===== config.mk =====
export PLATFORM = sky130hd
export DESIGN_NAME = clkregen_resampler
export DESIGN_NICKNAME = d
export VERILOG_FILES = /design/src/rtl/clkregen_pkg.sv /design/src/rtl/clkregen_sync.sv /design/src/rtl/clkregen_edge.sv /design/src/rtl/clkregen_qual.sv /design/src/rtl/clkregen_resampler.sv
export SDC_FILE = /design/constraint.sdc
export NUM_CORES = 1
export LEC_CHECK = 0
export BUFFER_PORTS_ARGS = -buffer_cell sky130_fd_sc_hd__buf_2
export CORE_MARGIN = 1
export CORE_UTILIZATION = 50
export DETAILED_ROUTE_END_ITERATION = 8
export HOLD_SLACK_MARGIN = 0.06
export PLACE_DENSITY = 0.81
export SLEW_MARGIN = 20
export SYNTH_ARGS = -nofsm -noshare
export SYNTH_HDL_FRONTEND = slang
export SYNTH_SLANG_ARGS = --single-unit

===== constraint.sdc =====
create_clock -name clk -period 3.1 [get_ports clk]
set_clock_uncertainty 0.05 [all_clocks]
set_input_delay 0.62 -clock clk [delete_from_list [all_inputs] [get_ports clk]]
set_output_delay 0.62 -clock clk [all_outputs]
set_load 0.02 [all_outputs]

===== src/rtl/clkregen_pkg.sv =====
package clkregen_pkg;

   typedef enum logic [1:0] {
      RANGE_TOP  = 2'b00,
      RANGE_HIGH = 2'b01,
      RANGE_MID  = 2'b10,
      RANGE_LOW  = 2'b11
   } range_e;

   typedef struct packed {
      logic rise;
      logic fall;
   } edge_s;

endpackage


===== src/rtl/clkregen_sync.sv =====
module clkregen_sync #(
   parameter int STAGES = 2
) (
   input  logic clk,
   input  logic rst_n,
   input  logic d,
   output logic q
);
   logic [STAGES-1:0] chain;

   generate
      for (genvar i = 0; i < STAGES; i++) begin : g_stage
         if (i == 0) begin : g_first
            always_ff @(posedge clk or negedge rst_n) begin
               if (!rst_n) chain[i] <= 1'b0;
               else        chain[i] <= d;
            end
         end else begin : g_next
            always_ff @(posedge clk or negedge rst_n) begin
               if (!rst_n) chain[i] <= 1'b0;
               else        chain[i] <= chain[i-1];
            end
         end
      end
   endgenerate

   assign q = chain[STAGES-1];
endmodule


===== src/rtl/clkregen_edge.sv =====
module clkregen_edge
   import clkregen_pkg::*;
(
   input  logic  clk,
   input  logic  rst_n,
   input  logic  lvl,
   output edge_s ev
);
   logic prev_q;

   always_ff @(posedge clk or negedge rst_n) begin
      if (!rst_n) prev_q <= 1'b0;
      else        prev_q <= lvl;
   end

   assign ev.rise = lvl & ~prev_q;
   assign ev.fall = ~lvl & prev_q;
endmodule


===== src/rtl/clkregen_qual.sv =====
module clkregen_qual
   import clkregen_pkg::*;
#(
   parameter int MAX_LOG2 = 4
) (
   input  logic                               clk,
   input  logic                               rst_n,
   input  logic                               enable,
   input  logic [1:0]                         range_sel,
   input  logic [$clog2(MAX_LOG2+1)-1:0]      ratio_code,
   input  logic                               rise,
   output logic                               valid_d,
   output logic                               valid_q
);
   localparam int CODE_W = $clog2(MAX_LOG2 + 1);
   localparam int CNT_W  = MAX_LOG2 + 2;

   logic [CNT_W-1:0] gap_q;
   logic [CNT_W-1:0] ratio_v;
   logic             seen_q;
   logic             range_ok, code_ok, clr;

   assign ratio_v  = CNT_W'(1) << ratio_code;
   assign range_ok = (range_e'(range_sel) == RANGE_MID) || (range_e'(range_sel) == RANGE_LOW);
   assign code_ok  = (ratio_code != '0) && (ratio_code <= CODE_W'(MAX_LOG2));
   assign clr      = !enable || !range_ok || !code_ok;

   always_comb begin
      if (clr)                  valid_d = 1'b0;
      else if (rise)            valid_d = seen_q && (gap_q == ratio_v);
      else if (gap_q >= ratio_v) valid_d = 1'b0;
      else                      valid_d = valid_q;
   end

   always_ff @(posedge clk or negedge rst_n) begin
      if (!rst_n) begin
         gap_q   <= '0;
         seen_q  <= 1'b0;
         valid_q <= 1'b0;
      end else begin
         valid_q <= valid_d;
         if (clr)       seen_q <= 1'b0;
         else if (rise) seen_q <= 1'b1;
         if (rise)              gap_q <= CNT_W'(1);
         else if (gap_q != '1)  gap_q <= gap_q + CNT_W'(1);
      end
   end
endmodule


===== src/rtl/clkregen_resampler.sv =====
module clkregen_resampler
   import clkregen_pkg::*;
#(
   parameter int SYNC_STAGES = 2,
   parameter int MAX_LOG2    = 4
) (
   input  logic                          clk,
   input  logic                          rst_n,
   input  logic                          clk_in,
   input  logic [1:0]                    range_sel,
   input  logic [$clog2(MAX_LOG2+1)-1:0] ratio_code,
   input  logic                          enable,
   output logic                          regen_clk,
   output logic                          regen_valid
);
   generate
      if (SYNC_STAGES < 2) begin : g_bad_sync
         $error("clkregen_resampler: SYNC_STAGES must be at least 2");
      end
      if (MAX_LOG2 < 1) begin : g_bad_ratio
         $error("clkregen_resampler: MAX_LOG2 must be at least 1");
      end
   endgenerate

   logic  in_sync;
   edge_s ev;
   logic  valid_d;
   logic  regen_q;

   clkregen_sync #(.STAGES(SYNC_STAGES)) u_sync (
      .clk   (clk),
      .rst_n (rst_n),
      .d     (clk_in),
      .q     (in_sync)
   );

   clkregen_edge u_edge (
      .clk   (clk),
      .rst_n (rst_n),
      .lvl   (in_sync),
      .ev    (ev)
   );

   clkregen_qual #(.MAX_LOG2(MAX_LOG2)) u_qual (
      .clk        (clk),
      .rst_n      (rst_n),
      .enable     (enable),
      .range_sel  (range_sel),
      .ratio_code (ratio_code),
      .rise       (ev.rise),
      .valid_d    (valid_d),
      .valid_q    (regen_valid)
   );

   always_ff @(posedge clk or negedge rst_n) begin
      if (!rst_n)       regen_q <= 1'b0;
      else if (!valid_d) regen_q <= 1'b0;
      else if (ev.rise)  regen_q <= 1'b1;
      else if (ev.fall)  regen_q <= 1'b0;
   end

   assign regen_clk = regen_q;
endmodule


# Yosys cells after proc, flatten, opt, wreduce, memory -nomap -nowiden
# Cells that the tools add are included.
dict set report totals {
  ram_bits 0
  mem_bits_ro 0
  ff_bits 12
  out_inout_bits 2
  wordCells 41
  latch_bits 0
  mem_count 0
}
dict set report op_classes {
  bitwise_logic 4
  n_div 0
  n_reduce_logical 11
  n_eq_ne 5
  n_mux 10
  n_mul 0
  order_cmp 2
  n_addsub 1
  shift 1
}
# op n
set op_table {}
lappend op_table {{$mux W6} 2}
lappend op_table {{$mux W1} 8}
lappend op_table {{$add A6 B1 Y6 const B} 1}
lappend op_table {{$eq A6 B6 Y1} 1}
lappend op_table {{$ge A6 B6 Y1} 1}
lappend op_table {{$ne A6 B6 Y1 const B} 1}
lappend op_table {{$shl A1 B3 Y6 const A} 1}
lappend op_table {{$eq A2 B2 Y1 const B} 2}
lappend op_table {{$reduce_bool A2 Y1} 2}
lappend op_table {{$le A3 B3 Y1 const B} 1}
lappend op_table {{$logic_not A1 Y1} 3}
lappend op_table {{$logic_or A1 B1 Y1} 3}
lappend op_table {{$ne A3 B2 Y1 const B} 1}
lappend op_table {{$reduce_bool A3 Y1} 1}
lappend op_table {{$and A1 B1 Y1} 2}
lappend op_table {{$logic_and A1 B1 Y1} 2}
lappend op_table {{$not A1 Y1} 2}

# Logic depth before layout (Yosys ltp)
# Gate-level depths: netlist (run 1).
dict set report depth {
  depth_word 7
  depth_mapped 7
  ltp_nobuf 7
}

# Cells and area by module
# From an unflattened synthesis (run 1), not the netlist that was laid out.
dict set report unflattened {
  hier_cells 72
  area_unflattened_um2 710.7
}
# module seq_area_each_um2 cells_each instances area_each_um2
set by_module_without_submodules {}
lappend by_module_without_submodules {clkregen_qual 200.2 64 1 574.3}
lappend by_module_without_submodules {clkregen_sync 50.0 2 1 50.0}
lappend by_module_without_submodules {clkregen_resampler 25.0 3 1 46.3}
lappend by_module_without_submodules {clkregen_edge 25.0 3 1 40.0}

# Worst setup path before layout (run 1)
# OpenSTA, ideal clock, no wires.
dict set report synth_timing {
  path_type {input to register}
  from {input ratio_code[1]}
  to {register regen_q, in the netlist regen_clk}
  cell_stages 7
  setup_time_ns 0.076
  slack_ns 1.084
  arrival_time_ns 1.890
  cell_sequence {nor2_1 ha_1 inv_1 ha_1 nand4_1 or4_1 o21ai_1}
}
dict set report synth_between {
  elab_chain_len 6
  word_cells_on_any_way 14
  cone_classes {2 x order compare; 2 x eq/ne; 1 x shift; 4 x mux; 5 x reduce/logical}
}
# item line
set synth_rtl {}
lappend synth_rtl {{start: declaration} clkregen_resampler.sv:11} ;# input logic [$clog2(MAX_LOG2+1)-1:0] ratio_code,
lappend synth_rtl {{$shl A1 B3 Y6 (tied with other cells)} clkregen_qual.sv:23} ;# assign ratio_v = CNT_W'(1) << ratio_code;
lappend synth_rtl {{$ge A6 B6 Y1 (tied with other cells)} clkregen_qual.sv:31} ;# else if (gap_q >= ratio_v) valid_d = 1'b0;
lappend synth_rtl {{$mux W1 (tied with other cells)} clkregen_qual.sv:31}
lappend synth_rtl {{$mux W1 / $logic_or A1 B1 Y1 (equally long branches)} {clkregen_qual.sv:30, clkregen_qual.sv:26}}
lappend synth_rtl {{$mux W1 *} clkregen_qual.sv:29} ;# if (clr) valid_d = 1'b0;
lappend synth_rtl {{$ne A3 B2 Y1 (no line) / $mux W1 (equally long branches)} --}
lappend synth_rtl {{end signal: assignment} clkregen_resampler.sv:56} ;# if (!rst_n) regen_q <= 1'b0;
lappend synth_rtl {{end signal: assignment} clkregen_resampler.sv:57} ;# else if (!valid_d) regen_q <= 1'b0;
lappend synth_rtl {{end signal: assignment} clkregen_resampler.sv:58} ;# else if (ev.rise) regen_q <= 1'b1;
lappend synth_rtl {{end: declaration} clkregen_resampler.sv:28} ;# logic regen_q;
# Every way passes the cells marked *; elsewhere a longest branch is shown, timed or not.
# A chain may end at the register's enable or synchronous reset.

# Worst setup path in the final report (run 1)
# Ends and elaborated chain as after synthesis.

==> out/metrics.csv, run 1 <==
metric;value;unit
postcts setup bufs;0;
CTS buffer count;3;
critical path arrival;2170;ps
non-filler instance count after layout;95;
vias per cell;5.63;
Post-CTS Resized;0;
DR DRC count;0;
wire per inst;14.3;um
core area;1300;um2
max-slew violations;0;
PortBufs;9;
Setup crit end kind;flop;
initial antenna violation count;0;
RSZ-0062 raised after global routing;false;
vias in the first global route;518;
Setup TNS;0;ps
H-tree depth;1;
Max Cap Violations;0;
DP Cell Count;91;
Initial Util;0.543;
Worst-Margin Slew;281;ps
hpwl dp;1050;um
Fmax;495;MHz
die extent in y;39.6;um
Root Driver;clkbuf_4;
cts hold-fix bufs;0;
maximum clock insertion buffer count;2;
Placement Setup Slack;787;ps
First-pass DRT Iterations;4;
Post-Syn Area per Cell;10.4;um2
top-area cell type share of the netlist area;0.425;
Tightest Hold Check Type;in -> async;
Tcrit/Tclk final;0.651;
pwr dens;573;nW/um2
largest net degree at the start of global routing;13;
post-synthesis cell count;68;
Worst-Skew Late Latency;270;ps
synth-to-layout area growth;13.5;%
EDFF count, synth;0;
setup violators final;0;
Synth Warn #;0;
PnR worst setup slack;1080;ps
top post-synthesis cells by count;12 x dfrtp_1, 9 x ha_1, 7 x nand3_1, 5 x nor2_1;
# clock sinks;12;
Starting DRT DRC Count;5;
startpoint type of the worst setup path;input pin;
final antenna-violating net count;0;
main flop type after synthesis;dfrtp_1;
Leak;0.395;nW
Total Wirelength;1360;um
post-synthesis net count;86;
Rel. slew slack;0.812;
DIE AREA;1570;um2
GRT overflow;0;
# IOs;11;
layout cells sized above 1;0.213;
# diodes;0;
Fin. Hold Viols;0;
Vias;535;
Yosys cell types;27;
post-synthesis sequential area ratio;0.425;
routability congestion estimate from global placement;0.804;
Synth async-reset ratio;1.00;
CP Class;in -> reg;
GR Util All Layers;0.216;
top cells by area, synth;dfrtp_1 42%, ha_1 16%, nand3_1 5.0%;
first-pass GRT wire length;2130;um
Peak supply drop;0.430;mV
CTS clk-pin slew, worst paths;80;ps
Nets;99;
CTS tree;yes;
Mapped Area;707;um2
Rows;13;
Yosys reg bits;12;
Crit path required time;3250;ps
min Tclk post-route;2020;ps
worst-path maximum fanout;5;
status;completed;
Chip Width;39.6;um
post-synth top area cell;dfrtp_1;
most frequent cell after synthesis;dfrtp_1;
==> per-layer routing <==
layer	track usage	up-vias	share of wire
met5	0	-	0
met4	0.129	0	0.020
met3	0.0341	4	0.029
met2	0.361	10	0.49
met1	0.257	252	0.46
li1	-	269	-
==> cell usage in the layout, fill, tap and decap left out, drive strengths merged, types with 2 or more instances in the layout <==
cell type  instances
o21ai              2
ha                 9
nand2              4
clkbuf             4
inv                3
nand3              7
nand3b             4
buf                9
dfrtp             12
a21oi              3
nand2b             3
nor2               5
a31oi              2
==> worst paths after layout <==
check | endpoint | slack [ps] | startpoint | depth (start not counted)
max in group asynchronous | u_qual.gap_q[0]$_DFFE_PN0P_ | 2630 | rst_n | 1
min in group clk | u_sync.q$_DFF_PN0_ | 300 | u_sync.chain[0]$_DFF_PN0_ | 0
min | u_qual.valid_q$_DFF_PN0_ | 160 | rst_n | 1
max | regen_clk$_DFFE_PN0P_ | 1080 | ratio_code[1] | 8
min reg2reg | u_sync.q$_DFF_PN0_ | 300 | u_sync.chain[0]$_DFF_PN0_ | 0
max reg2reg | regen_clk$_DFFE_PN0P_ | 1420 | u_qual.gap_q[5]$_DFFE_PN0P_ | 4
==> through the flow <==
step	utilization	instance area, um2	hold WS (ps)	power [mW]
after floorplan	-	707	274	0.296
after global placement	0.588	766	285	0.326
after detailed placement	0.588	766	285	0.337
after CTS	0.616	802	164	0.462
after global routing	0.616	802	164	0.489
final	0.616	802	160	0.459
==> worst max-delay path: stages <==
cell and delay (ps):
buf_2 120, nor2_1 170, ha_1 190, inv_1 40
ha_1 290, nand4_1 100, or4_1 550, o21ai_1 90
==> sequential cells by signal (all words and copies together) (netlist names) <==
name            flops
u_sync.chain        1
u_qual.gap_q        6
u_qual.valid_q      1
u_edge.prev_q       1
u_qual.seen_q       1
u_sync.q            1
regen_clk           1
==> report_power, final <==
group	internal, mW	total (mW)	switching, mW	leakage, nW
sequential	0.181	0.216	0.0357	0.154
clock	0.0714	0.125	0.0541	0.0210
combinational	0.0564	0.117	0.0610	0.220
total	0.308	0.459	0.151	0.395
==> final cells by class <==
cell class / instances / area [um2]
fill: 124 / 499
clock buffer: 4 / 36.3
multi-input combinational: 52 / 390
sequential: 12 / 300
tap: 15 / 18.8
inverter: 3 / 11.3
timing repair buffer: 9 / 45.0
==> logic make-up after synthesis <==
| kind of cell | Yosys count | synth area share |
|---|---|---|
| buf+inv | 4 | 0.0230 |
| mux | 1 | 0.0142 |
| flops | 12 | 0.425 |
| compound gates | 10 | 0.101 |
| xor+xnor | 2 | 0.0248 |
| simple gates | 30 | 0.253 |
| fa+ha+maj | 9 | 0.159 |
(Power assumes the default switching activity.)
==> inputs of run 2 (changes only) <==
==> constraint.sdc (replaced) <==
create_clock -name clk -period 1.95 [get_ports clk]
set_clock_uncertainty 0.05 [all_clocks]
set_input_delay 0.39 -clock clk [delete_from_list [all_inputs] [get_ports clk]]
set_output_delay 0.39 -clock clk [all_outputs]
set_load 0.02 [all_outputs]
==> run 2 against run 1 <==
Effect of this change: clock power grew 59%; global-route usage up 0.11 points; sequential power up 59%; final cell count is 4.2% higher; combinational power grew 74%; core utilization up 2.5 points; non-clock buffer count grew 4; count of clock-buffer cells in the layout did not move; die area stayed put.
==> out/metrics.csv, run 2 (synthesis results as in run 1) <==
metric;value;unit;change
status;completed;;unchanged
crit path buf inv count;2;;unchanged
Sw Share;0.319;;was 0.328
setup violators final;0;;unchanged
Filler Cell Count;118;;was 124
first-pass GRT wire length;2130;um;about the same
pwr dens;892;nW/um2;was 573 nW/um2
Placed Area;788;um2;was 766 um2
CTS tree;yes;;unchanged
min Tclk post-route;1770;ps;
Worst-Margin Slew;278;ps;was 281 ps
Worst-Skew Late Latency;270;ps;about the same
most frequent cells in the layout;12 x dfrtp_1, 9 x ha_1, 9 x buf_2;;unchanged
R2R depth;4;;unchanged
Fin. Hold Viols;0;;unchanged
PnR worst setup slack;184;ps;was 1080 ps
initial antenna violation count;0;;unchanged
core area;1300;um2;unchanged
design area;835;um2;was 802 um2
Max Cap Violations;0;;unchanged
cts hold-fix bufs;1;;was 0
vias per cell;5.45;;was 5.63
Setup TNS;0;ps;unchanged
register area;300;um2;unchanged
sequential power share;0.460;;was 0.471
# diodes;0;;unchanged
non-filler instance count after layout;99;;was 95
PortBufs;9;;unchanged
DP Cell Count;94;;was 91
Vias;540;;was 535
Chip Width;39.6;um;unchanged
layout cells sized above 1;0.238;;was 0.213
DIE AREA;1570;um2;unchanged
Setup crit end kind;flop;;unchanged
Fmax;566;MHz;
Tcrit/Tclk final;0.906;;
slowest stage cell, crit path;or4_1;;unchanged
Int Power;507;uW;was 308 uW
Placement Setup Slack;-113;ps;was 787 ps
Nets;103;;was 99
power share of the clock group;0.267;;was 0.273
most used cell, CP;ha_1;;unchanged
Largest register FFs;6;;unchanged
Initial Util;0.543;;unchanged
WHS Path Cells;1;;
GR Util All Layers;0.217;;was 0.216
vias in the first global route;513;;was 518
Post-CTS Resized;0;;unchanged
CTS buffer count;3;;unchanged
hpwl dp;1010;um;was 1050 um
startpoint type of the worst setup path;input pin;;unchanged
maximum clock insertion buffer count;2;;unchanged
synth-to-layout area growth;18.1;%;was 13.5%
Rel. slew slack;0.815;;was 0.812
Starting DRT DRC Count;5;;unchanged
crit-path cells;buf_2 > nor2_1 > ha_1 > inv_1 > ha_1 > nand4_1 > or4_1 > o21ai_1;;unchanged
Rows;13;;unchanged
Crit path required time;2100;ps;was 3250 ps
postcts setup bufs;0;;unchanged
largest reg by FF count;u_qual.gap_q;;unchanged
RSZ-0062 raised after global routing;false;;unchanged
routability congestion estimate from global placement;0.780;;was 0.804
switching pwr;238;uW;was 151 uW
Tightest Hold Check Type;in -> reg;;was in -> async
worst-path maximum fanout;5;;unchanged
Leak;0.414;nW;was 0.395 nW
max-slew violations;0;;unchanged
critical path arrival;1920;ps;was 2170 ps
footprint of the multi-input gates;390;um2;unchanged
Critical Path Max Stage Delay;550;ps;about the same
die extent in y;39.6;um;unchanged
most common cell after layout, fill and taps aside;dfrtp_1;;unchanged
final antenna-violating net count;0;;unchanged
# IOs;11;;unchanged
wire per inst;13.2;um;was 14.3 um
largest net degree at the start of global routing;13;;unchanged
Peak supply drop;0.443;mV;was 0.430 mV
# clock sinks;12;;unchanged
CP Class;in -> reg;;unchanged
Combinational Power Share;0.272;;was 0.256
DR DRC count;0;;unchanged
H-tree depth;1;;unchanged
delay-heaviest family, CP;simple AND/OR/NAND/NOR gates;;unchanged
Total Wirelength;1310;um;was 1360 um
First-pass DRT Iterations;4;;unchanged
final core occ;0.641;;was 0.616
CTS clk-pin slew, worst paths;70;ps;was 80 ps
GRT overflow;0;;unchanged
Root Driver;clkbuf_4;;unchanged
Stages on worst setup path;8;;unchanged
[run 2: cell count changes in the layout (fill, tap and decap cells not counted)]
| cell | change |
|---|---|
| buf_4 | +3 |
| dlygate4sd3_1 | +1 |
[run 2: worst paths after layout]
check / from / end / slack [ps]
setup / recovery: ratio_code[1] / regen_clk$_DFFE_PN0P_ / 180
hold / removal: clk_in / u_sync.chain[0]$_DFF_PN0_ / 170
setup reg to reg: u_qual.gap_q[5]$_DFFE_PN0P_ / regen_clk$_DFFE_PN0P_ / 270
hold reg to reg: u_sync.chain[0]$_DFF_PN0_ / u_sync.q$_DFF_PN0_ / 300
max in group asynchronous: rst_n / u_qual.seen_q$_DFFE_PN0P_ / 1160
min in group asynchronous: rst_n / u_qual.gap_q[4]$_DFFE_PN0P_ / 470
[run 2: power groups by stage]
stage               logic, mW  clock network, mW  registers, mW
floorplan               0.139                  0          0.332
finish                  0.203              0.199          0.343
detailed placement      0.203                  0          0.345
global placement        0.195                  0          0.345
global route            0.234              0.215          0.349
CTS                     0.205              0.208          0.341
[run 2: per-stage QoR]
stage | power, mW | hold slack (ps)
final | 0.744 | 172
after global routing | 0.798 | 155
after CTS | 0.754 | 158
after detailed placement | 0.548 | 233
after global placement | 0.540 | 225
after floorplan | 0.471 | 44.4
[run 2: cell type report]
cell class                 count  area share
clock buffer                   4      0.0435
inverter                       3      0.0135
multi-input combinational     52       0.468
sequential                    12       0.360
tap                           15      0.0225
timing repair buffer          13      0.0930
[run 2: metal layers]
layer	global-route usage	vias to the layer above	wire length [um]
met5	0	-	0
met4	0.129	0	10
met3	0.0341	2	32
met2	0.365	9	650
met1	0.256	251	615
li1	-	278	-
==> inputs of run 3 (changes only) <==
==> constraint.sdc (replaced) <==
create_clock -name clk -period 1.95 [get_ports clk]
set_clock_uncertainty 0.05 [all_clocks]
set_input_delay 0.2925 -clock clk [delete_from_list [all_inputs] [get_ports clk]]
set_output_delay 0.2925 -clock clk [all_outputs]
set_load 0.02 [all_outputs]
==> run 3 against run 2 <==
Effect of this change: clock power is 4% lower; critical path depth is 4 lower; count of clock-buffer cells in the layout stayed put; global-route usage is 1.0 points lower; largest power group unchanged; fmax is 5.4% higher.
==> out/metrics.csv, run 3 (synthesis results as in run 1) <==
metric;value;unit;change
status;completed;;unchanged
routability congestion estimate from global placement;0.803;;was 0.780
most common cell after layout, fill and taps aside;dfrtp_1;;unchanged
Critical Path Max Stage Delay;550;ps;about the same
Total Wirelength;1360;um;was 1310 um
worst-path maximum fanout;5;;unchanged
delay-heaviest family, CP;simple AND/OR/NAND/NOR gates;;unchanged
Post-CTS Resized;0;;unchanged
total power;724;uW;was 744 uW
min Tclk post-route;1680;ps;was 1770 ps
crit path buf inv count;0;;was 2
non-filler instance count after layout;97;;was 99
max-slew violations;0;;unchanged
Tightest Hold Check Type;in -> reg;;unchanged
CTS clk-pin slew, worst paths;70;ps;about the same
Combinational Power Share;0.259;;was 0.272
core area;1300;um2;unchanged
maximum clock insertion buffer count;2;;unchanged
Chip Width;39.6;um;unchanged
sequential power share;0.475;;was 0.460
design area;822;um2;was 835 um2
hold slack final;300;ps;was 172 ps
CTS tree;yes;;unchanged
Worst Hold Launch;enable;;was clk_in
# IOs;11;;unchanged
Rows;13;;unchanged
Vias;548;;was 540
pwr dens;880;nW/um2;was 892 nW/um2
Top Layer Used;met4;;unchanged
crit-path cells;ha_1 > nand4_1 > or4_1 > o21ai_1;;was buf_2 > nor2_1 > ha_1 > inv_1 > ha_1 > nand4_1 > or4_1 > o21ai_1
Int Power;491;uW;was 507 uW
Fmax;597;MHz;was 566 MHz
DR DRC count;0;;unchanged
power share of the clock group;0.266;;was 0.267
die extent in y;39.6;um;unchanged
PnR worst setup slack;274;ps;was 184 ps
Placed Area;766;um2;was 788 um2
setup violators final;0;;unchanged
H-tree depth;1;;unchanged
Initial Util;0.543;;unchanged
Leak;0.404;nW;was 0.414 nW
PortBufs;9;;unchanged
Fin. Hold Viols;0;;unchanged
Met2 Wirelength;713;um;was 650 um
GRT overflow;0;;unchanged
CTS buffer count;3;;unchanged
largest net degree at the start of global routing;13;;unchanged
GR Util All Layers;0.207;;was 0.217
DIE AREA;1570;um2;unchanged
final core occ;0.632;;was 0.641
Tcrit/Tclk final;0.859;;was 0.906
Setup crit end kind;flop;;unchanged
met3 WL post-DR;43;um;was 32 um
# clock sinks;12;;unchanged
Starting DRT DRC Count;9;;was 5
switching pwr;232;uW;was 238 uW
Crit path required time;2090;ps;was 2100 ps
Reg2Reg Launch Point;u_qual.gap_q[5]$_DFFE_PN0P_;;unchanged
startpoint type of the worst setup path;flop;;was input pin
Sw Share;0.321;;was 0.319
vias per cell;5.65;;was 5.45
slowest stage cell, crit path;or4_1;;unchanged
first-pass GRT wire length;2040;um;was 2130 um
Worst-Skew Late Latency;260;ps;was 270 ps
Max Cap Violations;0;;unchanged
final antenna-violating net count;0;;unchanged
Rel. slew slack;0.816;;was 0.815
Worst-Margin Slew;276;ps;was 278 ps
vias in the first global route;509;;was 513
synth-to-layout area growth;16.3;%;was 18.1%
Largest register FFs;6;;unchanged
layout cells sized above 1;0.207;;was 0.238
Root Driver;clkbuf_4;;unchanged
Placement Setup Slack;20.2;ps;was -113 ps
DP Cell Count;91;;was 94
Peak supply drop;0.492;mV;was 0.443 mV
First-pass DRT Iterations;4;;unchanged
Setup TNS;0;ps;unchanged
Worst Setup SP;u_qual.gap_q[5]$_DFFE_PN0P_;;was ratio_code[1]
most frequent cells in the layout;12 x dfrtp_1, 9 x ha_1, 9 x buf_2;;unchanged
# diodes;0;;unchanged
wire per inst;14.0;um;was 13.2 um
largest reg by FF count;u_qual.gap_q;;unchanged
critical path arrival;1820;ps;was 1920 ps
initial antenna violation count;0;;unchanged
CP Class;reg -> reg;;was in -> reg
Nets;101;;was 103
hpwl dp;1080;um;was 1010 um
Filler Cell Count;105;;was 118
RSZ-0062 raised after global routing;false;;unchanged
M1 WL;591;um;was 615 um
## run 3: cell count changes in the layout (fill, tap and decap cells not counted)
cell,previous run,this run
dlygate4sd3_1,1,2
buf_4,3,0
## run 3: final cells by class
type	count	area, um2	share of cell area
repair buffers	11	65.1	0.0791
clock buffers	4	36.3	0.0441
multi-input cells	52	390	0.475
inverters	3	11.3	0.0137
flip-flops and latches	12	300	0.365
well taps	15	18.8	0.0228
## run 3: final timing paths
| check | endpoint | slack [ps] | cells past startpoint |
|---|---|---|---|
| worst min register to register | u_sync.q$_DFF_PN0_ | 310 | 0 |
| min in group asynchronous | u_qual.gap_q[4]$_DFFE_PN0P_ | 390 | 2 |
| worst min-delay path | u_qual.seen_q$_DFFE_PN0P_ | 300 | 3 |
| worst max-delay path | regen_clk$_DFFE_PN0P_ | 270 | 4 |
| worst max register to register | regen_clk$_DFFE_PN0P_ | 270 | 4 |
| max in group asynchronous | u_qual.gap_q[3]$_DFFE_PN0P_ | 1250 | 2 |
## run 3: routing by layer
metal | track usage | vias to the layer above
li1 | - | 273
met1 | 0.227 | 264
met2 | 0.377 | 9
met3 | 0.0511 | 2
met4 | 0.0776 | 0
met5 | 0 | -
## run 3: timing repair
action / 4_1_cts / 5_1_grt
setup endpoints to repair: 0 / 0
buffers inserted: 0 / 0
hold buffers: 1 / 1
hold endpoints to repair: 12 / 1
## run 3: worst register-to-register path: stages (launching register included)
cell	delay [ps]
dfrtp_1	430
ha_1	360
nand4_1	120
or4_1	550
o21ai_1	90
## run 3: power groups by stage
stage               clock, mW  combinational [mW]  sequential [mW]
floorplan                   0               0.139            0.332
global placement            0               0.174            0.345
detailed placement          0               0.189            0.348
CTS                     0.199               0.192            0.344
global route            0.214               0.216            0.350
finish                  0.192               0.187            0.344
